`config.mk`:
```
export PLATFORM = sky130hd
export DESIGN_NAME = fault_status_tree
export DESIGN_NICKNAME = d
export VERILOG_FILES = /design/src/rtl/fault_tree_pkg.sv /design/src/rtl/fault_flag_bank.sv /design/src/rtl/fault_summary_or.sv /design/src/rtl/fault_status_tree.sv
export SDC_FILE = /design/constraint.sdc
export NUM_CORES = 1
export LEC_CHECK = 0
export BUFFER_PORTS_ARGS = -buffer_cell sky130_fd_sc_hd__buf_4
export CORE_MARGIN = 2
export CORE_UTILIZATION = 51
export CTS_CLUSTER_SIZE = 8
export DETAILED_ROUTE_END_ITERATION = 6
export PLACE_DENSITY = 0.84
export SYNTH_ARGS = -nofsm -noshare
export SYNTH_HDL_FRONTEND = slang
export SYNTH_HIERARCHICAL = 1
export SYNTH_SLANG_ARGS = --single-unit
```
`constraint.sdc`:
```
create_clock -name clk -period 3.15 [get_ports clk]
set_input_delay 0.1575 -clock clk [delete_from_list [all_inputs] [get_ports clk]]
set_output_delay 0.1575 -clock clk [all_outputs]
set_load 0.02 [all_outputs]
```
`src/rtl/fault_tree_pkg.sv`:
```
package fault_tree_pkg;

    localparam int unsigned REG_W = 8;

    // register offsets
    localparam logic [7:0] OFS_TOP  = 8'h00;
    localparam logic [7:0] OFS_MON  = 8'h01;
    localparam logic [7:0] OFS_UV   = 8'h02;
    localparam logic [7:0] OFS_OV   = 8'h03;
    localparam logic [7:0] OFS_CTL  = 8'h04;
    localparam logic [7:0] OFS_TEST = 8'h05;
    localparam logic [7:0] OFS_VEND = 8'h06;
    localparam logic [7:0] OFS_STAT = 8'h07;

    // control group: bit4 crc, bit3 irq pin, bit2 thermal, bit0 packet error
    localparam logic [7:0] CTL_IMPL   = 8'h1D;
    localparam logic [7:0] CTL_GATED  = 8'h0C;
    localparam logic [7:0] CTL_ALWAYS = 8'h08;

    // test group: bit3 ecc single, bit2 ecc double, bit1 self-test done, bit0 self-test fail
    localparam logic [7:0] TEST_IMPL   = 8'h0F;
    localparam logic [7:0] TEST_GATED  = 8'h00;
    localparam logic [7:0] TEST_ALWAYS = 8'h04;
    localparam int unsigned TEST_DED_BIT = 2;

    // vendor group: bit7 startup crc, bits 6..2 live-condition faults
    localparam logic [7:0] VEND_IMPL  = 8'hFC;
    localparam logic [7:0] VEND_GATED = 8'h7C;

    typedef struct packed {
        logic vend;
        logic test;
        logic ctl;
        logic mon;
    } group_any_t;

endpackage

```
`src/rtl/fault_flag_bank.sv`:
```
module fault_flag_bank #(
    parameter int unsigned     WIDTH = 8,
    parameter logic [WIDTH-1:0] IMPL  = '1,
    parameter logic [WIDTH-1:0] GATED = '0
) (
    input  logic             clk,
    input  logic             rst_n,
    input  logic [WIDTH-1:0] set_i,
    input  logic [WIDTH-1:0] clr_i,
    input  logic [WIDTH-1:0] live_i,
    output logic [WIDTH-1:0] flags_o
);

    for (genvar b = 0; b < WIDTH; b++) begin : g_bit
        if (IMPL[b]) begin : g_impl
            logic clr_ok;

            if (GATED[b]) begin : g_gated
                assign clr_ok = clr_i[b] & ~live_i[b];

                // a write cannot drop a flag while its fault is still present
                assert_live_blocks_clear_R4: assert property (
                    @(posedge clk) disable iff (!rst_n)
                    (flags_o[b] && live_i[b]) |=> flags_o[b]);
            end else begin : g_event
                assign clr_ok = clr_i[b];
            end

            always_ff @(posedge clk or negedge rst_n) begin
                if (!rst_n) begin
                    flags_o[b] <= 1'b0;
                end else if (set_i[b]) begin
                    flags_o[b] <= 1'b1;
                end else if (clr_ok) begin
                    flags_o[b] <= 1'b0;
                end
            end

            assert_set_wins_R6: assert property (
                @(posedge clk) disable iff (!rst_n)
                set_i[b] |=> flags_o[b]);

            assert_sticky_hold_R3: assert property (
                @(posedge clk) disable iff (!rst_n)
                (flags_o[b] && !clr_i[b]) |=> flags_o[b]);

            assert_no_spurious_set_R2: assert property (
                @(posedge clk) disable iff (!rst_n)
                (!flags_o[b] && !set_i[b]) |=> !flags_o[b]);
        end else begin : g_rsvd
            assign flags_o[b] = 1'b0;
        end
    end

endmodule

```
`src/rtl/fault_summary_or.sv`:
```
module fault_summary_or #(
    parameter int unsigned NUM_CH = 8
) (
    input  logic [NUM_CH-1:0] uv_flags_i,
    input  logic [NUM_CH-1:0] ov_flags_i,
    input  logic [7:0]        ctl_flags_i,
    input  logic [7:0]        test_flags_i,
    input  logic [7:0]        vend_flags_i,
    output logic [7:0]        mon_sum_o,
    output logic [7:0]        top_sum_o,
    output logic              irq_n_o
);
    import fault_tree_pkg::*;

    group_any_t any;

    always_comb begin
        mon_sum_o    = '0;
        mon_sum_o[0] = |uv_flags_i;
        mon_sum_o[2] = |ov_flags_i;

        any.mon  = |mon_sum_o;
        any.ctl  = |ctl_flags_i;
        any.test = |test_flags_i;
        any.vend = |vend_flags_i;

        top_sum_o    = '0;
        top_sum_o[0] = any.mon;
        top_sum_o[1] = any.ctl;
        top_sum_o[2] = any.test;
        top_sum_o[7] = any.vend;

        irq_n_o = ~(|top_sum_o);
    end

endmodule

```
`src/rtl/fault_status_tree.sv`:
```
module fault_status_tree
    import fault_tree_pkg::*;
#(
    parameter int unsigned NUM_CH = 8
) (
    input  logic              clk,
    input  logic              rst_n,
    input  logic [7:0]        reg_addr,
    input  logic              reg_wr,
    input  logic [7:0]        reg_wdata,
    output logic [7:0]        reg_rdata,
    input  logic [NUM_CH-1:0] uv_fault_i,
    input  logic [NUM_CH-1:0] uv_en_i,
    input  logic [NUM_CH-1:0] ov_fault_i,
    input  logic [NUM_CH-1:0] ov_en_i,
    input  logic [7:0]        ctl_fault_i,
    input  logic [7:0]        ctl_en_i,
    input  logic [7:0]        test_fault_i,
    input  logic [7:0]        test_en_i,
    input  logic [7:0]        vend_fault_i,
    output logic              irq_n
);

    localparam int unsigned CH_BITS = (NUM_CH > REG_W) ? REG_W : NUM_CH;

    logic [NUM_CH-1:0] uv_flags, ov_flags, uv_clr, ov_clr;
    logic [7:0] ctl_flags, test_flags, vend_flags;
    logic [7:0] ctl_clr, test_clr, vend_clr;
    logic [7:0] mon_sum, top_sum;
    logic       failsafe_q;

    // write strobes: data bits are clear requests for the addressed register
    always_comb begin
        uv_clr   = '0;
        ov_clr   = '0;
        ctl_clr  = '0;
        test_clr = '0;
        vend_clr = '0;
        if (reg_wr) begin
            case (reg_addr)
                OFS_UV:   uv_clr[CH_BITS-1:0] = reg_wdata[CH_BITS-1:0];
                OFS_OV:   ov_clr[CH_BITS-1:0] = reg_wdata[CH_BITS-1:0];
                OFS_CTL:  ctl_clr  = reg_wdata;
                OFS_TEST: test_clr = reg_wdata;
                OFS_VEND: vend_clr = reg_wdata;
                default:  ;
            endcase
        end
    end

    fault_flag_bank #(.WIDTH(NUM_CH), .IMPL('1), .GATED('1)) u_uv (
        .clk(clk), .rst_n(rst_n),
        .set_i(uv_fault_i & uv_en_i), .clr_i(uv_clr),
        .live_i(uv_fault_i), .flags_o(uv_flags));

    fault_flag_bank #(.WIDTH(NUM_CH), .IMPL('1), .GATED('1)) u_ov (
        .clk(clk), .rst_n(rst_n),
        .set_i(ov_fault_i & ov_en_i), .clr_i(ov_clr),
        .live_i(ov_fault_i), .flags_o(ov_flags));

    fault_flag_bank #(.WIDTH(8), .IMPL(CTL_IMPL), .GATED(CTL_GATED)) u_ctl (
        .clk(clk), .rst_n(rst_n),
        .set_i(ctl_fault_i & (ctl_en_i | CTL_ALWAYS)), .clr_i(ctl_clr),
        .live_i(ctl_fault_i), .flags_o(ctl_flags));

    fault_flag_bank #(.WIDTH(8), .IMPL(TEST_IMPL), .GATED(TEST_GATED)) u_test (
        .clk(clk), .rst_n(rst_n),
        .set_i(test_fault_i & (test_en_i | TEST_ALWAYS)), .clr_i(test_clr),
        .live_i(test_fault_i), .flags_o(test_flags));

    fault_flag_bank #(.WIDTH(8), .IMPL(VEND_IMPL), .GATED(VEND_GATED)) u_vend (
        .clk(clk), .rst_n(rst_n),
        .set_i(vend_fault_i), .clr_i(vend_clr),
        .live_i(vend_fault_i), .flags_o(vend_flags));

    fault_summary_or #(.NUM_CH(NUM_CH)) u_sum (
        .uv_flags_i(uv_flags), .ov_flags_i(ov_flags),
        .ctl_flags_i(ctl_flags), .test_flags_i(test_flags),
        .vend_flags_i(vend_flags),
        .mon_sum_o(mon_sum), .top_sum_o(top_sum), .irq_n_o(irq_n));

    // failsafe latch: only reset releases it
    always_ff @(posedge clk or negedge rst_n) begin
        if (!rst_n) begin
            failsafe_q <= 1'b0;
        end else if (test_fault_i[TEST_DED_BIT]) begin
            failsafe_q <= 1'b1;
        end
    end

    // read mux
    always_comb begin
        reg_rdata = '0;
        case (reg_addr)
            OFS_TOP:  reg_rdata = top_sum;
            OFS_MON:  reg_rdata = mon_sum;
            OFS_UV:   reg_rdata[CH_BITS-1:0] = uv_flags[CH_BITS-1:0];
            OFS_OV:   reg_rdata[CH_BITS-1:0] = ov_flags[CH_BITS-1:0];
            OFS_CTL:  reg_rdata = ctl_flags;
            OFS_TEST: reg_rdata = test_flags;
            OFS_VEND: reg_rdata = vend_flags;
            OFS_STAT: reg_rdata[0] = failsafe_q;
            default:  reg_rdata = '0;
        endcase
    end

    assert_failsafe_set_R8: assert property (
        @(posedge clk) disable iff (!rst_n)
        test_fault_i[TEST_DED_BIT] |=> failsafe_q);

    assert_failsafe_hold_R8: assert property (
        @(posedge clk) disable iff (!rst_n)
        failsafe_q |=> failsafe_q);

    assert_irq_on_channel_R11: assert property (
        @(posedge clk) disable iff (!rst_n)
        (|uv_flags || |ov_flags) |-> !irq_n);

    assert_irq_on_group_R11: assert property (
        @(posedge clk) disable iff (!rst_n)
        (|ctl_flags || |test_flags || |vend_flags) |-> !irq_n);

    assert_irq_idle_R11: assert property (
        @(posedge clk) disable iff (!rst_n)
        (!(|uv_flags) && !(|ov_flags) && !(|ctl_flags) && !(|test_flags)
         && !(|vend_flags)) |-> irq_n);

endmodule

```
* Yosys cells after proc, flatten, opt, wreduce, memory -nomap -nowiden
Cells that the tools add are included.
** Word-level totals
- Flip-flop bits (word level) :: 31
- Output and inout port bits :: 9
- Logic and storage cells :: 199
** Operators by class
- Equal/unequal tests :: 7
- Multiplexer cells :: 72
- Bitwise operators :: 51
- Reduce and logical (&&, ||, !) cells :: 38
** Operators with widths (count)
- $mux W1 :: 60
- $reduce_bool A2 Y1 :: 30
- $pmux W7 S7 :: 1
- $mux W8 :: 6
- $eq A8 B3 Y1 const B :: 4
- $reduce_or A30 Y1 :: 1
- $not A1 Y1 :: 24
- $and A1 B1 Y1 :: 23
- $and A8 B8 Y8 :: 2
- $eq A8 B2 Y1 const B :: 2
- $reduce_or A16 Y1 :: 1
- $reduce_or A8 Y1 :: 2
- $mux W5 :: 2
- $eq A8 B1 Y1 const B :: 1
- $logic_not A8 Y1 :: 1
- $mux W4 :: 2
- $reduce_or A4 Y1 :: 2
- $pmux W1 S7 :: 1
- $reduce_or A6 Y1 :: 1
- $and A5 B5 Y5 :: 1
- $and A4 B4 Y4 :: 1

* Logic depth before layout (Yosys ltp)
Gate-level depths: netlist (run 1).
- Depth in word-level cells :: 6
- Depth in mapped cells :: 8
- Gate-level depth less buffers :: 6

* Cells and area by module
The synthesis (run 1) kept the hierarchy.
** Modules (own cells, without submodules)
- fault_status_tree :: times used 1, cells an instance 152, area each 987.2 um2, sequential area each 25.0 um2
- fault_flag_bank at u_ov ... :: times used 2, cells an instance 24, area each 310.3 um2, sequential area each 200.2 um2
- fault_flag_bank at u_vend :: times used 1, cells an instance 21, area each 249.0 um2, sequential area each 150.1 um2
- fault_summary_or :: times used 1, cells an instance 28, area each 203.9 um2, sequential area each 0.0 um2
- fault_flag_bank at u_ctl :: times used 1, cells an instance 17, area each 183.9 um2, sequential area each 100.1 um2
- fault_flag_bank at u_test :: times used 1, cells an instance 17, area each 178.9 um2, sequential area each 100.1 um2

* Worst setup path after synthesis (run 1)
No wires, ideal clock.
- Path type :: input-to-reg
- Start point :: input port reg_addr[5]
- End point :: register u_ov.flags_o[7]
- Library setup time :: 0.118 ns
- Data arrival time :: 1.853 ns
- Required time :: 3.032 ns
- Slack :: 1.179 ns
- Stages on the path :: 8
- Buffers on the path :: 2
- Cells stage by stage :: or4_4 -> or2_1 -> buf_6 -> or3_4 -> buf_6 -> nor2_4 -> nand2b_1 -> a21o_1
** Between the ends
- Word-level cells in the longest chain between the ends :: 5
** Ends and longest elaborated chain
- start: declaration :: line fault_status_tree.sv:8 : input logic [7:0] reg_addr,
- $eq A8 B2 Y1 :: line fault_status_tree.sv:40 : case (reg_addr)
- $mux W8 :: line fault_status_tree.sv:40
- $mux W8 :: line fault_status_tree.sv:39 : if (reg_wr) begin
- net ov_clr[7] :: line fault_status_tree.sv:26 : logic [NUM_CH-1:0] uv_flags, ov_flags, uv_clr, ov_clr;
- $and A1 B1 Y1 :: line fault_flag_bank.sv:19 : assign clr_ok = clr_i[b] & ~live_i[b];
- $reduce_bool A2 Y1 (no source line)
- end signal: indexed assignment :: line fault_flag_bank.sv:31 : flags_o[b] <= 1'b0;
- end signal: indexed assignment :: line fault_flag_bank.sv:33 : flags_o[b] <= 1'b1;
- end signal: indexed assignment :: line fault_flag_bank.sv:35 : flags_o[b] <= 1'b0;
- end: declaration :: line fault_flag_bank.sv:11 : output logic [WIDTH-1:0] flags_o
The timed path passes the listed nets, and every way through them passes these cells.
A chain may end at the register's enable or synchronous reset.

* Worst setup path in the final report (run 1)
- Start point :: input port reg_addr[5]
- End point :: output port reg_rdata[2]
** Between the ends
- Word-level cells in the longest chain between the ends :: 2
- Elaborated cells between the ends (all ways) :: 8
- Those cells by class :: 6 x eq/ne; 1 x mux; 1 x reduce/logical
** Ends and longest elaborated chain
- $eq A8 B3 Y1 (tied with other cells) :: line fault_status_tree.sv:94 : case (reg_addr)
- $pmux W7 S7 (*) :: line fault_status_tree.sv:94
- end: declaration :: line fault_status_tree.sv:11 : output logic [7:0] reg_rdata,
Every way passes the cells marked *; elsewhere a longest branch is shown, timed or not.

==> run metrics, run 1 <==
Row Count=24; I/O pins=100; Clock Skew=0 ns; core box area=about 4400 sq um; Crit Path Max Fanout=5; DR vias/cell=between 5 and 6; worst hold slack=0.0506 ns; Root Buffer=clkbuf_8; fin crit period=between 2 and 2.5 ns; Worst Hold Depth=2; Sink Count=31; Final #Nets=around 430; Die X=between 70 and 80 um; Storage cell area=between 700 and 800 sq um; # Post-CTS Setup Buffers=0; crit end category=output port; DR vias=roughly 2100; Setup crit start kind=primary input; share of cells above drive strength 1=0.314; Final period util=0.730; Post-Syn Area=2340 sq um; clock slew at reported path FFs=0.06 ns; Inserted Diodes=0; Residual DRC=0; YS warnings=6; Routed wire per std cell=about 15 um; initial antenna violation count=0; largest net degree at the start of global routing=32; Slew Viols, Final=0; Mapped Cells=about 270; Worst Hold Class=in2reg; Fin. Hold Viols=0; Chip Height=71.7 um; Port Buffer Count=79; area grow syn2layout=26.7%; power per cell area=just over 300 nW/um^2; first-pass GRT wire length=~9200 um; FF-to-FF Start=failsafe_q; Pleak=~0.0012 uW; fmax=about 430 MHz; Critical Path AT=~2.1 ns; clk buf depth=2; Fillers=370; depth of the CTS H-tree=2; r2r setup slk=about 2.4 ns; First-pass DRT Iterations=5; setup tns final=0 ns; critical path type=in2out; Maximum Capacitance Violations=0; status=finished clean; hpwl dp=4630 um; GRT Total Usage=0.233; antenna viol nets, final=0; die area=just over 5000 sq um; CTS buffer count=5; Finish-stage setup viols=0; Starting Density=0.533; CTS tree=done; worst r2r dst=failsafe_q; multi-input logic area=~1400 sq um; worst slew margin relative to its limit=0.388; vias in the first global route=2023; Util after Layout=0.675; final wirelength=between 5000 and 6000 um; actual slew at the worst max-slew pin=0.906 ns; worst path required time=around 3.0 ns; post-cts sizing count=0; drt initial violations=198; Worst Hold Endpoint=u_vend/flags_o[7]; clk_lat worst skew=~0.28 ns; Worst VDD drop=slightly above 200 uV; GRT overflow=0; final RePlAce weighted congestion=just over 0.9; RSZ-0062 raised after global routing=no; worst reg-to-reg path cell count=1; Mapped Avg Cell Area=about 9 sq um; Hold Startpoint=vend_fault_i[7]
worst max-delay path: stages:
cell	delay [ns]
buf_4	0.11
or4_4	0.55
nor4b_1	0.77
a22oi_1	0.18
o21ai_0	0.18
buf_4	0.19
routing by layer:
layer	vias to the layer above	global-route usage	wire, um
li1	1034	-	-
met1	977	0.297	2440
met2	69	0.409	2950
met3	10	0.0422	299
met4	0	0.0566	86
met5	-	0	0
how the worst max path moves through the flow:
stage                      from  slack [ns]         endpoint  cells past startpoint
floorplan           reg_addr[5]        1.18  u_ov/flags_o[7]                      8
global placement    reg_addr[5]        0.97     reg_rdata[2]                      6
detailed placement  reg_addr[5]        0.87     reg_rdata[2]                      6
CTS                 reg_addr[5]        0.86     reg_rdata[2]                      6
global route        reg_addr[5]        0.68     reg_rdata[2]                      6
finish              reg_addr[5]        0.85     reg_rdata[2]                      6
report_power, final:
group	internal, uW	switching, uW
registers	399	0.831
logic	89.3	68.4
clock network	199	147
total	687	216
per-stage QoR:
stage	std cells	total power, uW	area, sq um	setup WS, ns
2_1_floorplan	281	492	2400	1.18
3_3_place_gp	384	560	2850	0.969
3_5_place_dp	384	562	2850	0.866
4_1_cts	393	909	2960	0.859
5_1_grt	393	937	2960	0.676
6_report	393	903	2960	0.849
area by class of cell:
type	count	share of cell area
clock buffers	8	0.0338
inverters	8	0.0101
multi-input cells	214	0.468
flip-flops and latches	31	0.262
well taps	52	0.0220
repair buffers	80	0.204
timing repair:
action | 4_1_cts | 5_1_grt
setup endpoints to repair | 0 | 0
hold buffers | 1 | 0
endpoints found under the hold margin | 31 | 0
registers in the layout, indices dropped and copies added (netlist names):
signal and count:
u_ov/flags_o 8, u_ctl/flags_o 4, u_uv/flags_o 8, u_test/flags_o 4, u_vend/flags_o 6, failsafe_q 1
placed cells by master (no fill, tap or decap), types with 7 or more instances in the layout:
master and instances:
and2_1 22, inv_1 8, nor2_1 25, conb_1 20
a21o_1 30, nor2_2 7, nand2b_1 24, mux2i_1 12
buf_4 79, nand2_1 16, clkbuf_8 7, dfrtp_1 31
(Power assumes the default switching activity.)
==> inputs of run 2 (changes only) <==
--- a/config.mk
+++ b/config.mk
@@ -7,10 +7,10 @@
 export LEC_CHECK = 0
 export BUFFER_PORTS_ARGS = -buffer_cell sky130_fd_sc_hd__buf_4
 export CORE_MARGIN = 2
-export CORE_UTILIZATION = 51
+export CORE_UTILIZATION = 49
 export CTS_CLUSTER_SIZE = 8
 export DETAILED_ROUTE_END_ITERATION = 6
-export PLACE_DENSITY = 0.84
+export PLACE_DENSITY = 0.81
 export SYNTH_ARGS = -nofsm -noshare
 export SYNTH_HDL_FRONTEND = slang
 export SYNTH_HIERARCHICAL = 1
==> constraint.sdc (replaced) <==
create_clock -name clk -period 2.2 [get_ports clk]
set_input_delay 0.11 -clock clk [delete_from_list [all_inputs] [get_ports clk]]
set_output_delay 0.11 -clock clk [all_outputs]
set_load 0.02 [all_outputs]
==> run 2 against run 1 <==
The flow now finishes with violations (hold timing, setup timing). Via count increased by 4.5%. Final cell count grew 2.5%. Worst setup slack lost 0.85 ns. Critical path depth is the same. Design area grew 3.3%. Clock-buffer cell count is 1 lower. Critical path type is now reg2out.
==> run metrics, run 2 (same netlist as run 1, synthesis figures left out) <==
status=complete, but fails checks; violations in the final reports=hold timing, setup timing; final worst slack=-0.00273 ns; Pleak=0.00124 uW; First-pass DRT Iterations=4; final RePlAce weighted congestion=0.848; Row Count=25; Final #Nets=around 440; Residual DRC=0; fmax=roughly 450 MHz; initial antenna violation count=0; clock slew at reported path FFs=approximately 0.070 ns; vias in the first global route=roughly 2000; area grow syn2layout=31.0%; I/O pins=100; Inserted Diodes=0; antenna viol nets, final=0; Comb pwr share=0.174; Crit Path Max Fanout=3; Util after Layout=0.656; Reg power frac=0.437; Chip Height=between 70 and 80 um; GRT Total Usage=0.230; clock share of power=0.389; DR vias=2184; power per cell area=roughly 430 nW/um^2; Port Buffer Count=79; drt initial violations=169; Root Buffer=clkbuf_8; worst slew margin relative to its limit=0.593; GRT overflow=0; clk_lat worst skew=roughly 0.29 ns; Fin. Hold Viols=1; Finish-stage setup viols=1; commonest non-fill, non-tap cell in the layout=buf_4; CTS tree=done; final wirelength=~5800 um; CP peak stage delay=about 0.47 ns; setup tns final=-0.00273 ns; Pint=roughly 990 uW; sw frac=0.247; core box area=roughly 4700 sq um; Sink Count=31; Slew Viols, Final=0; Critical Path AT=about 2.1 ns; CP Cell Sequence=nor4_4 -> nand4_1 -> mux4_2 -> mux2i_1 -> nor2_1 -> buf_4; Clock Skew=0 ns; Setup crit start kind=flip-flop; worst path required time=~2.1 ns; Die X=roughly 73 um; sw power=323 uW; crit end category=output port; actual slew at the worst max-slew pin=just over 0.6 ns; depth of the CTS H-tree=2; Fillers=roughly 390; worst hold slack=-0.00103 ns; clk buf depth=2; top flop regs=u_ov/flags_o: 8 flops, u_uv/flags_o: 8 flops, u_vend/flags_o: 6 flops; fin crit period=roughly 2.2 ns; hpwl dp=around 4600 um; RSZ-0062 raised after global routing=yes; Starting Density=0.501; share of cells above drive strength 1=0.330; Maximum Capacitance Violations=0; Worst Hold Class=in2reg; Routed wire per std cell=14.4 um; most frequent cells in the layout=buf_4, dfrtp_1, a21o_1; critical path type=reg2out; largest net degree at the start of global routing=32; CTS buffer count=5; DR vias/cell=5.42; Worst VDD drop=between 300 and 400 uV; first-pass GRT wire length=about 9000 um; Slowest-stage cell, CP=mux4_2; Final period util=1.00; die area=5340 sq um
-- run 2: changes by cell type in the layout (fill, tap and decap cells not counted) --
cell           change
buf_4              +6
clkbuf_1           -1
clkinvlp_4         +1
dfrtp_1            -1
dfrtp_2            +1
dlygate4sd3_1      +2
nor4_2             -3
nor4_4             +3
-- run 2: worst paths after layout --
path / startpoint / endpoint / slack, ns / depth (start not counted)
setup / recovery: u_uv/flags_o[4] / reg_rdata[0] / -0.003 / 6
hold / removal: vend_fault_i[5] / u_vend/flags_o[5] / -0.001 / 2
setup reg to reg: u_uv/flags_o[2] / u_uv/flags_o[2] / 1.38 / 2
hold reg to reg: failsafe_q / failsafe_q / 0.47 / 1
max in group asynchronous: rst_n / u_uv/flags_o[6] / 1.61 / 2
min in group asynchronous: rst_n / u_vend/flags_o[7] / 0.29 / 2
-- run 2: repair_timing --
| action | in CTS | in global routing |
|---|---|---|
| hold buffers | 3 | 0 |
| setup buffers | 1 | 2 |
| setup endpoints to repair | 1 | 1 |
| hold endpoints to repair | 33 | 0 |
| resized for setup | 2 | 2 |
| pin swaps | 2 | 4 |
-- run 2: per-stage QoR --
step / total power (uW) / hold WS [ns] / area, sq um / setup WS, ns / std cells
after global placement: 803 / 0.0672 / 2880 / 0.255 / 389
final: 1310 / -0.00103 / 3060 / -0.00273 / 403
after detailed placement: 807 / 0.0658 / 2880 / 0.250 / 389
after CTS: 1310 / 0.00309 / 3030 / 0.0342 / 401
after global routing: 1360 / 0.000571 / 3060 / -0.103 / 403
after floorplan: 705 / -0.186 / 2400 / 0.278 / 281
-- run 2: layout make-up --
class / instances / area (sq um) / area share
multi-input cells: 214 / 1410 / 0.462
flip-flops and latches: 31 / 777 / 0.254
repair buffers: 88 / 668 / 0.218
clock buffers: 7 / 96.3 / 0.0315
well taps: 54 / 67.6 / 0.0221
inverters: 8 / 30.0 / 0.00982
clock inverters: 1 / 7.51 / 0.00245
-- run 2: power by group through the flow --
stage	clock network (uW)	logic, uW	registers (uW)
3_3_place_gp	0	220	583
4_1_cts	509	228	572
5_1_grt	532	251	572
2_1_floorplan	0	122	583
3_5_place_dp	0	224	583
6_report	509	228	572
-- run 2: critical path, delay by kind of cell, from the launching register on --
family                 cells  cell delay, ns
muxes                      2            0.63
DFF                        1            0.44
and+or+nand+nor            3            0.58
buffers and inverters      1            0.15
-- run 2: routing by layer --
metal | routed length [um] | vias up | part of all wire | track usage
met2 | 2970 | 86 | 0.51 | 0.392
met3 | 354 | 15 | 0.061 | 0.0552
met1 | 2340 | 1036 | 0.40 | 0.279
li1 | - | 1047 | - | -
met4 | 151 | 0 | 0.026 | 0.0905
met5 | 0 | - | 0 | 0
